[config.mk]
export PLATFORM = sky130hd
export DESIGN_NAME = txpath_cts
export DESIGN_NICKNAME = d
export VERILOG_FILES = /design/src/rtl/txpath_pkg.sv /design/src/rtl/txpath_fifo.sv /design/src/rtl/txpath_shifter.sv /design/src/rtl/txpath_irq.sv /design/src/rtl/txpath_cts.sv
export SDC_FILE = /design/constraint.sdc
export NUM_CORES = 1
export LEC_CHECK = 0
export ABC_AREA = 0
export BUFFER_PORTS_ARGS = -buffer_cell sky130_fd_sc_hd__buf_2
export CAP_MARGIN = 20
export CORE_ASPECT_RATIO = 1.5
export CORE_MARGIN = 4
export CORE_UTILIZATION = 40
export CTS_BUF_LIST = sky130_fd_sc_hd__clkbuf_16
export CTS_CLUSTER_DIAMETER = 120
export DETAILED_ROUTE_END_ITERATION = 8
export PLACE_DENSITY = 0.66
export SYNTH_ARGS = -nofsm -noshare
export SYNTH_HDL_FRONTEND = slang
export SYNTH_SLANG_ARGS = --single-unit
[constraint.sdc]
create_clock -name clk -period 4.4 [get_ports clk]
set_input_delay 1.1 -clock clk [delete_from_list [all_inputs] [get_ports clk]]
set_output_delay 1.1 -clock clk [all_outputs]
set_load 0.03 [all_outputs]
[src/rtl/txpath_pkg.sv]
package txpath_pkg;

  typedef enum logic [2:0] {
    SH_IDLE,
    SH_START,
    SH_DATA,
    SH_PAR,
    SH_STOP
  } sh_state_e;

  typedef struct packed {
    logic [1:0] wlen;
    logic       par_en;
    logic       par_even;
    logic       long_stop;
  } frame_cfg_t;

  // keeps the low (wlen+5) bits of a byte
  function automatic logic [7:0] data_mask(input logic [1:0] wlen);
    return 8'(8'hFF >> (2'd3 - wlen));
  endfunction

endpackage

[src/rtl/txpath_fifo.sv]
module txpath_fifo #(
  parameter int DEPTH = 16,
  parameter int DW    = 8
) (
  input  logic                       clk,
  input  logic                       rst,
  input  logic                       push,
  input  logic [DW-1:0]              din,
  input  logic                       pop,
  output logic [DW-1:0]              dout,
  output logic [$clog2(DEPTH+1)-1:0] level
);
  localparam int AW = $clog2(DEPTH);
  localparam int CW = $clog2(DEPTH+1);

  logic [DW-1:0] mem [DEPTH];
  logic [AW-1:0] wp_q, rp_q;
  logic [CW-1:0] cnt_q;

  // storage without reset so it maps onto RAM
  always_ff @(posedge clk) begin
    if (push) mem[wp_q] <= din;
  end

  always_ff @(posedge clk) begin
    if (rst) begin
      wp_q  <= '0;
      rp_q  <= '0;
      cnt_q <= '0;
    end else begin
      if (push) wp_q <= AW'(wp_q + AW'(1));
      if (pop)  rp_q <= AW'(rp_q + AW'(1));
      cnt_q <= CW'(cnt_q + CW'(push) - CW'(pop));
    end
  end

  assign dout  = mem[rp_q];
  assign level = cnt_q;

endmodule

[src/rtl/txpath_shifter.sv]
module txpath_shifter import txpath_pkg::*; #(
  parameter int TICKS = 16
) (
  input  logic       clk,
  input  logic       rst,
  input  logic       tick,
  input  logic       go,
  input  logic       brk,
  input  frame_cfg_t cfg,
  input  logic [7:0] din,
  output logic       take,
  output logic       busy,
  output logic       txd
);
  localparam int LONG = 2 * TICKS;
  localparam int HALF = TICKS + TICKS / 2;
  localparam int TCW  = $clog2(LONG + 1);

  sh_state_e     st_q, st_n;
  logic [TCW-1:0] cnt_q, cnt_n, stop_last, bit_last;
  logic [2:0]    idx_q, idx_n, idx_last;
  logic [7:0]    sr_q, sr_n, masked;
  logic          par_q, par_n, bit_n, bit_end;
  frame_cfg_t    cfg_q, cfg_n;

  always_comb begin
    if (!cfg_q.long_stop)       stop_last = TCW'(TICKS - 1);
    else if (cfg_q.wlen == 2'd0) stop_last = TCW'(HALF - 1);
    else                        stop_last = TCW'(LONG - 1);
    bit_last = (st_q == SH_STOP) ? stop_last : TCW'(TICKS - 1);
    bit_end  = tick && (cnt_q == bit_last);
    idx_last = 3'(cfg_q.wlen) + 3'd4;
    masked   = din & data_mask(cfg.wlen);
  end

  always_comb begin
    st_n  = st_q;
    cnt_n = cnt_q;
    idx_n = idx_q;
    sr_n  = sr_q;
    par_n = par_q;
    cfg_n = cfg_q;
    take  = 1'b0;
    if (st_q == SH_IDLE) begin
      if (go) begin
        take  = 1'b1;
        st_n  = SH_START;
        cnt_n = '0;
        idx_n = '0;
        sr_n  = masked;
        cfg_n = cfg;
        par_n = cfg.par_even ? ^masked : ~^masked;
      end
    end else if (bit_end) begin
      cnt_n = '0;
      case (st_q)
        SH_START: st_n = SH_DATA;
        SH_DATA: begin
          if (idx_q == idx_last) begin
            st_n = cfg_q.par_en ? SH_PAR : SH_STOP;
          end else begin
            sr_n  = sr_q >> 1;
            idx_n = idx_q + 3'd1;
          end
        end
        SH_PAR:  st_n = SH_STOP;
        default: st_n = SH_IDLE;
      endcase
    end else if (tick) begin
      cnt_n = TCW'(cnt_q + TCW'(1));
    end

    case (st_n)
      SH_START: bit_n = 1'b0;
      SH_DATA:  bit_n = sr_n[0];
      SH_PAR:   bit_n = par_n;
      default:  bit_n = 1'b1;
    endcase
  end

  always_ff @(posedge clk) begin
    if (rst) begin
      st_q  <= SH_IDLE;
      cnt_q <= '0;
      idx_q <= '0;
      sr_q  <= '0;
      par_q <= 1'b0;
      cfg_q <= '0;
      txd   <= 1'b1;
    end else begin
      st_q  <= st_n;
      cnt_q <= cnt_n;
      idx_q <= idx_n;
      sr_q  <= sr_n;
      par_q <= par_n;
      cfg_q <= cfg_n;
      txd   <= brk ? 1'b0 : bit_n;
    end
  end

  assign busy = (st_q != SH_IDLE);

endmodule

[src/rtl/txpath_irq.sv]
module txpath_irq #(
  parameter int DEPTH = 16
) (
  input  logic                       clk,
  input  logic                       rst,
  input  logic [$clog2(DEPTH+1)-1:0] level,
  input  logic                       fifo_en,
  input  logic [1:0]                 trig_sel,
  input  logic                       ie,
  input  logic                       clr,
  output logic                       irq
);
  localparam int CW   = $clog2(DEPTH+1);
  localparam int STEP = DEPTH / 4;

  logic [CW-1:0] thr, arm_lvl;
  logic          armed_q, irq_q, evt;

  always_comb begin
    thr     = fifo_en ? CW'(CW'(trig_sel) * CW'(STEP)) : '0;
    arm_lvl = CW'(thr + (fifo_en ? CW'(2) : CW'(1)));
    evt     = armed_q && (level <= thr);
  end

  always_ff @(posedge clk) begin
    if (rst) begin
      armed_q <= 1'b0;
      irq_q   <= 1'b0;
    end else begin
      if (evt)                 armed_q <= 1'b0;
      else if (level >= arm_lvl) armed_q <= 1'b1;
      if (clr)                 irq_q <= 1'b0;
      else if (evt && ie)      irq_q <= 1'b1;
    end
  end

  assign irq = irq_q & ie;

endmodule

[src/rtl/txpath_cts.sv]
module txpath_cts import txpath_pkg::*; #(
  parameter int DEPTH = 16,
  parameter int TICKS = 16
) (
  input  logic                       clk,
  input  logic                       rst,
  input  logic                       wr_en,
  input  logic [7:0]                 wr_data,
  input  logic                       iid_read,
  input  logic                       tick16,
  input  logic                       cts_ok,
  input  logic                       cfg_fifo_en,
  input  logic [1:0]                 cfg_wlen,
  input  logic                       cfg_par_en,
  input  logic                       cfg_par_even,
  input  logic                       cfg_long_stop,
  input  logic                       cfg_break,
  input  logic                       cfg_auto_cts,
  input  logic                       cfg_thre_ie,
  input  logic [1:0]                 cfg_trig_sel,
  output logic                       txd,
  output logic                       tx_irq,
  output logic                       txrdy,
  output logic                       thr_empty,
  output logic                       tx_idle,
  output logic [$clog2(DEPTH+1)-1:0] tx_level
);
  localparam int CW = $clog2(DEPTH+1);

  logic [CW-1:0] level, cap;
  logic [7:0]    head;
  logic          wr_ok, go, take, sh_busy;
  frame_cfg_t    fcfg;

  assign fcfg = '{wlen: cfg_wlen, par_en: cfg_par_en, par_even: cfg_par_even,
                  long_stop: cfg_long_stop};

  assign cap   = cfg_fifo_en ? CW'(DEPTH) : CW'(1);
  assign wr_ok = wr_en && (level < cap);
  assign go    = (level != '0) && (!cfg_auto_cts || cts_ok);

  txpath_fifo #(.DEPTH(DEPTH), .DW(8)) u_fifo (
    .clk(clk), .rst(rst), .push(wr_ok), .din(wr_data),
    .pop(take), .dout(head), .level(level)
  );

  txpath_shifter #(.TICKS(TICKS)) u_shift (
    .clk(clk), .rst(rst), .tick(tick16), .go(go), .brk(cfg_break),
    .cfg(fcfg), .din(head), .take(take), .busy(sh_busy), .txd(txd)
  );

  txpath_irq #(.DEPTH(DEPTH)) u_irq (
    .clk(clk), .rst(rst), .level(level), .fifo_en(cfg_fifo_en),
    .trig_sel(cfg_trig_sel), .ie(cfg_thre_ie), .clr(wr_ok | iid_read),
    .irq(tx_irq)
  );

  assign txrdy     = (level < cap);
  assign thr_empty = (level == '0);
  assign tx_idle   = (level == '0) && !sh_busy;
  assign tx_level  = level;

endmodule

==> results of run 1 <==
-- cell families (layout without fill, tap and decap cells) --
family / count (synthesis) / after routing / share of synthesized area
DFF: 173 / 173 / 0.6494
and+or+nand+nor: 126 / 126 / 0.08255
AOI/OAI and AO/OA: 62 / 62 / 0.05395
muxes: 51 / 51 / 0.1247
buffers and inverters: 41 / 90 / 0.02655
adders and majority gates: 22 / 22 / 0.03871
xor gates and xnor gates: 17 / 17 / 0.02415
-- where the power goes --
group	total (W)	switching, W	internal, W	leakage (nW)
Clock	0.00143	0.000642	0.000789	0.284
Combinational	0.00139	0.000734	0.000651	1.02
Sequential	0.00200	0.000114	0.00188	1.52
-- cells in the final DEF, fill, tap and decap left out, types with 3 or more instances in the layout --
cell type / n
xnor2_1: 6
buf_2: 34
ha_1: 21
nand2_1: 27
o21ai_0: 9
dfxtp_1: 44
mux4_2: 32
a22oi_1: 9
nor2_1: 47
inv_1: 18
a21oi_1: 24
nand2b_1: 3
a211oi_1: 5
or3_1: 3
nand3_1: 8
nor3_1: 9
and2_1: 3
xor2_1: 9
nor2b_1: 9
buf_4: 8
nor3b_1: 4
clkbuf_16: 17
edfxtp_1: 128
a32oi_1: 5
inv_6: 6
mux2i_1: 19
-- layout make-up --
type	count	area, um2	share of cell area
multi-input cells	278	2372	0.2878
inverters	16	60.06	0.007287
flip-flops and latches	173	4746	0.5758
repair buffers	42	230.2	0.02793
clock inverters	15	136.4	0.01655
clock buffers	17	425.4	0.05162
well taps	217	271.5	0.03294
-- metrics by stage --
stage / hold slack, ns / area [um2] / std cells
6_report: 0.4550 / 8242 / 758
5_1_grt: 0.4930 / 8242 / 758
4_1_cts: 0.4561 / 8242 / 758
3_5_place_dp: 0.4472 / 7680 / 726
3_3_place_gp: 0.4379 / 7680 / 726
2_1_floorplan: 0.4313 / 7306 / 492
-- routing by layer --
metal,vias to the layer above,wire [um]
li1,1935,-
met1,2099,5495
met2,86,7950
met3,14,542
met4,0,182
met5,-,0
-- worst min-delay path, cell delays in order (launching register included) --
cell and delay [ns]:
dfxtp_1 0.31, nand2_1 0.05, a21oi_1 0.05
-- final timing paths --
path / depth (start not counted) / from / slack, ns / endpoint
max: 15 / cfg_fifo_en / 0.89 / u_fifo.level[4]
min: 2 / u_shift.sr_q[2] / 0.46 / u_shift.sr_q[2]
max reg2reg: 9 / register / 1.13 / u_shift.par_q
min reg2reg: 2 / u_shift.sr_q[2] / 0.46 / u_shift.sr_q[2]
-- flip-flops by register name, indices dropped and copies added (netlist names), named ones only --
signal / count
u_fifo.level: 5
u_fifo.mem: 128
u_fifo.rp_q: 4
u_fifo.wp_q: 4
u_irq.armed_q: 1
u_irq.irq_q: 1
u_shift.cfg_q: 4
u_shift.cnt_q: 6
u_shift.idx_q: 3
u_shift.par_q: 1
u_shift.sr_q: 8
u_shift.st_q: 3
u_shift.txd: 1
==> results.cfg, run 1 <==
[sta]
setup_viol = 0
hold_violations = 0
layout_min_cycle_time_ns = 3.510
worst_pin_slew_ns = 0.8699
rsz0062_at_grt = false
drv_slew = 0
clock.fmax_ghz = 0.2849
relSlewSlack = 0.4180
period_share = 0.7978
setup_ws_ns = 0.8897
finClkSkew_ns = 0.007903
final.setup.tns_ns = 0

[hold_path]
min_path_type = register to register

[setup_path]
cp_num_buf_inv = 4
path_delay_family = adder cells
cp-start-kind = input pin
crit_type = input pin to register
worst_setup_path_end_kind = register
required_ns = 4.74
cp_slowest_cell = fa_1
crit_fanout = 9
cp_cell_sequence = buf_2 > inv_1 > ha_1 > o211ai_1 > a21oi_1 > and2_1 > inv_1 > ha_1 > inv_1 > ha_1 > fa_1 > a21oi_1 > nor2_1 > or3_1 > a21oi_1
max_stage_delay_ns = 0.41
worstPathArrival_ns = 3.85

[placed_design]
portBuffers = 34
hpwl_um = 9605
gp_congestion = 0.7511
dp_slack_ns = 0.4765

[floorplan]
rows = 60
ioPinCount = 35
die_area_mm2 = 0.02054
die_h_um = 173.5
die_x_um = 118.3
fp.coreArea_mm2 = 0.01794
start_util = 0.4072

[flow_run]
maxCapViolations = 0

[synth]
synth-seq-area-share = 0.6494
synth_edf_count = 128
synthCells = 492
synth_top_cells_by_area = edfxtp_1, dfxtp_1, mux4_2, ha_1, mux2i_1
syn_nets = 539
synth_seq_cells = 173
synth.distinct_cells = 47
ys.flop_type = edfxtp_1
yosysTopAreaCellShare = 0.5261
async_reset_ff_frac = 0
synth_top_area_cell = edfxtp_1
netlist_top_cells_count = edfxtp_1, nor2_1, dfxtp_1
synth_area_per_cell_um2 = 14.85
syn_area_mm2 = 0.007306
synth_most_common_cell = edfxtp_1
synth_warnings = 0

[grt]
antenna_found_initial = 0
grt_use_met3 = 0.02938
grt_max_degree = 43
grt.busiest_layer = met2
track_usage = 0.1411
grt_pass1_vias = 4201
grt_first_pass_wirelength_um = 22460
met2_usage = 0.2694
grt_overflow = 0
met1_usage = 0.1551

[drt]
drc = 0
drt-wirelength-per-cell_um = 18.70
antenna_left = 0
vias = 4134
drt-total-wl_um = 14170
drt_iter0_markers = 297
via_per_inst = 5.454
drt_first_pass_iters = 5

[power_and_ir_drop]
p_leak_nw = 2.820
irDropWorstVdd_uv = 275.3
power.density_mw_per_mm2 = 584.0
total_power_w = 0.004813

[clocking]
postCtsHoldBufs = 0
numCtsBuffers = 17
cts_tree = done
insertion_delay_ns = 0.42
cts.sinks = 173
htreeDepth = 4
clockRootBuffer = clkbuf_16
cts_resized = 0
postCtsSetupBuffers = 0
clk_path_buf_depth = 2
cts.reportedPaths.clkPinSlew_ns = 0.06

[final_layout]
fillers = 1553
drive_above_1_share = 0.1996
syn_to_final_growth_pct = 12.81
n_antenna_cell = 0
final_core_util = 0.4593
nets = 575

[outcome]
status = complete, no violations
Note: power is estimated with default switching activity, not from simulation.
==> run 2: changes to the inputs <==
PLACE_DENSITY = 0.68   (was 0.66)
clock period = 2.9 ns   (was 4.4 ns; I/O delays follow)
==> run 2 against run 1 <==
Net effect: sequential power up 52%; worst hold slack better by 0.0027 ns; clock-buffer cell count unchanged; critical path depth unchanged; worst setup slack worse by 0.77 ns; sequential share of layout area down 1.8 points; first-iteration DRC count up 5.7%; non-clock buffer count up 14; routed wire length up 0.40%; critical path type is now register to register; critical endpoint unchanged.
==> results.cfg, run 2 (synthesized netlist as in run 1, its figures left out) <==
[outcome]
status = complete, no violations

[floorplan]
ioPinCount = 35
fp.coreArea_mm2 = 0.01794
start_util = 0.4072
die_area_mm2 = 0.02054
die_x_um = 118.3
die_h_um = 173.5
rows = 60

[sta]
layout_min_cycle_time_ns = 2.778
relSlewSlack = 0.4381
holdWs_ns = 0.4577
finClkSkew_ns = 0.01133
setup_ws_ns = 0.1217
clock.fmax_ghz = 0.3599
final.setup.tns_ns = 0
worst_pin_slew_ns = 0.8397
drv_slew = 0
period_share = 0.9580
hold_violations = 0
setup_viol = 0
rsz0062_at_grt = true

[drt]
vias = 4187
antenna_left = 0
drt-total-wl_um = 14230
drt_iter0_markers = 314
drc = 0
drt-wirelength-per-cell_um = 18.43
via_per_inst = 5.424
drt_first_pass_iters = 4

[clocking]
cts_tree = done
clockRootBuffer = clkbuf_16
postCtsSetupBuffers = 0
cts.sinks = 173
htreeDepth = 4
cts.reportedPaths.clkPinSlew_ns = 0.07
numCtsBuffers = 17
clk_path_buf_depth = 2
insertion_delay_ns = 0.43

[power_and_ir_drop]
total_power_w = 0.007623
p_leak_nw = 2.913
power.density_mw_per_mm2 = 894.1
irDropWorstVdd_uv = 467.3

[placed_design]
hpwl_um = 9861
portBuffers = 34
placed_cells = 739
gp_congestion = 0.7542
dp_slack_ns = -0.2904

[final_layout]
largestRegisters = u_fifo.mem (128), u_shift.sr_q (8), u_shift.cnt_q (6)
instances_no_fill = 772
layout_common_cells = edfxtp_1, nor2_1, dfxtp_1
final-seq-area_mm2 = 0.004756
nets = 589
n_antenna_cell = 0
multiInputGateArea_mm2 = 0.002452
largest_reg_flops = 128
drive_above_1_share = 0.2523
final_common_cell = edfxtp_1
syn_to_final_growth_pct = 16.70
fillers = 1495
top_register = u_fifo.mem

[grt]
grt_first_pass_wirelength_um = 22740
antenna_found_initial = 0
track_usage = 0.1417
grt_max_degree = 33
grt_pass1_vias = 4297
grt_overflow = 0

[flow_run]
maxCapViolations = 0

[setup_path]
worst_setup_path_end_kind = register
required_ns = 3.26
crit_fanout = 5
crit_type = register to register
worstPathArrival_ns = 3.14
cp-start-kind = register

[hold_path]
min_path_type = input pin to register
## run 2: changes by cell type in the layout (fill, tap and decap cells not counted), sizes merged
| cell | change |
|---|---|
| bufinv | -1 |
| clkbuf | +1 |
| buf | +13 |
| clkinv | +1 |
## run 2: final timing paths
kind                            slack, ns  cells past startpoint       startpoint              end
worst max-delay path                 0.12                     15  u_fifo.level[1]  u_fifo.level[4]
worst min-delay path                 0.46                      2         iid_read      u_irq.irq_q
worst max register to register       0.12                     15  u_fifo.level[1]  u_fifo.level[4]
worst min register to register       0.46                      2  u_shift.sr_q[6]  u_shift.sr_q[6]
## run 2: report_power, final
part	leakage (nW)	internal [W]	switching, W
Combinational	1.09	0.00114	0.00119
Sequential	1.52	0.00286	0.000175
Clock	0.296	0.00117	0.00108
Total	2.91	0.00518	0.00245
## run 2: area by class of cell
| cell class | count | area share |
|---|---|---|
| flip-flops and latches | 173 | 0.5578 |
| multi-input cells | 278 | 0.2876 |
| clock buffers | 17 | 0.04990 |
| repair buffers | 56 | 0.04432 |
| well taps | 217 | 0.03185 |
| clock inverters | 15 | 0.02069 |
| inverters | 16 | 0.007778 |
## run 2: per-stage QoR
stage,utilization,area (um2)
finish,0.4752,8526
global route,0.4752,8526
global placement,0.4395,7886
detailed placement,0.4395,7886
floorplan,-,7406
CTS,0.4732,8489
## run 2: timing repair
action	4_1_cts	5_1_grt
endpoints found under the setup margin	1	2
hold buffers	0	0
gates resized for setup	1	6
gates cloned	0	1
hold endpoints to repair	0	0
## run 2: metal layers
| metal | track usage | vias to the layer above | wire length (um) |
|---|---|---|---|
| met2 | 0.2691 | 80 | 8114 |
| met5 | 0 | - | 0 |
| li1 | - | 1968 | - |
| met4 | 0.04792 | 0 | 306 |
| met1 | 0.1531 | 2115 | 5321 |
| met3 | 0.03199 | 24 | 486 |
## run 2: critical path, stage by stage, from the launching register on
cell and delay [ns]:
dfxtp_4 0.37, inv_2 0.07, ha_1 0.19, inv_1 0.05
o211ai_1 0.13, a21oi_4 0.15, and2_4 0.16, inv_4 0.03
ha_4 0.25, inv_2 0.03, ha_4 0.15, fa_2 0.38
a21oi_2 0.16, nor2_1 0.07, or3_1 0.39, a21oi_2 0.13
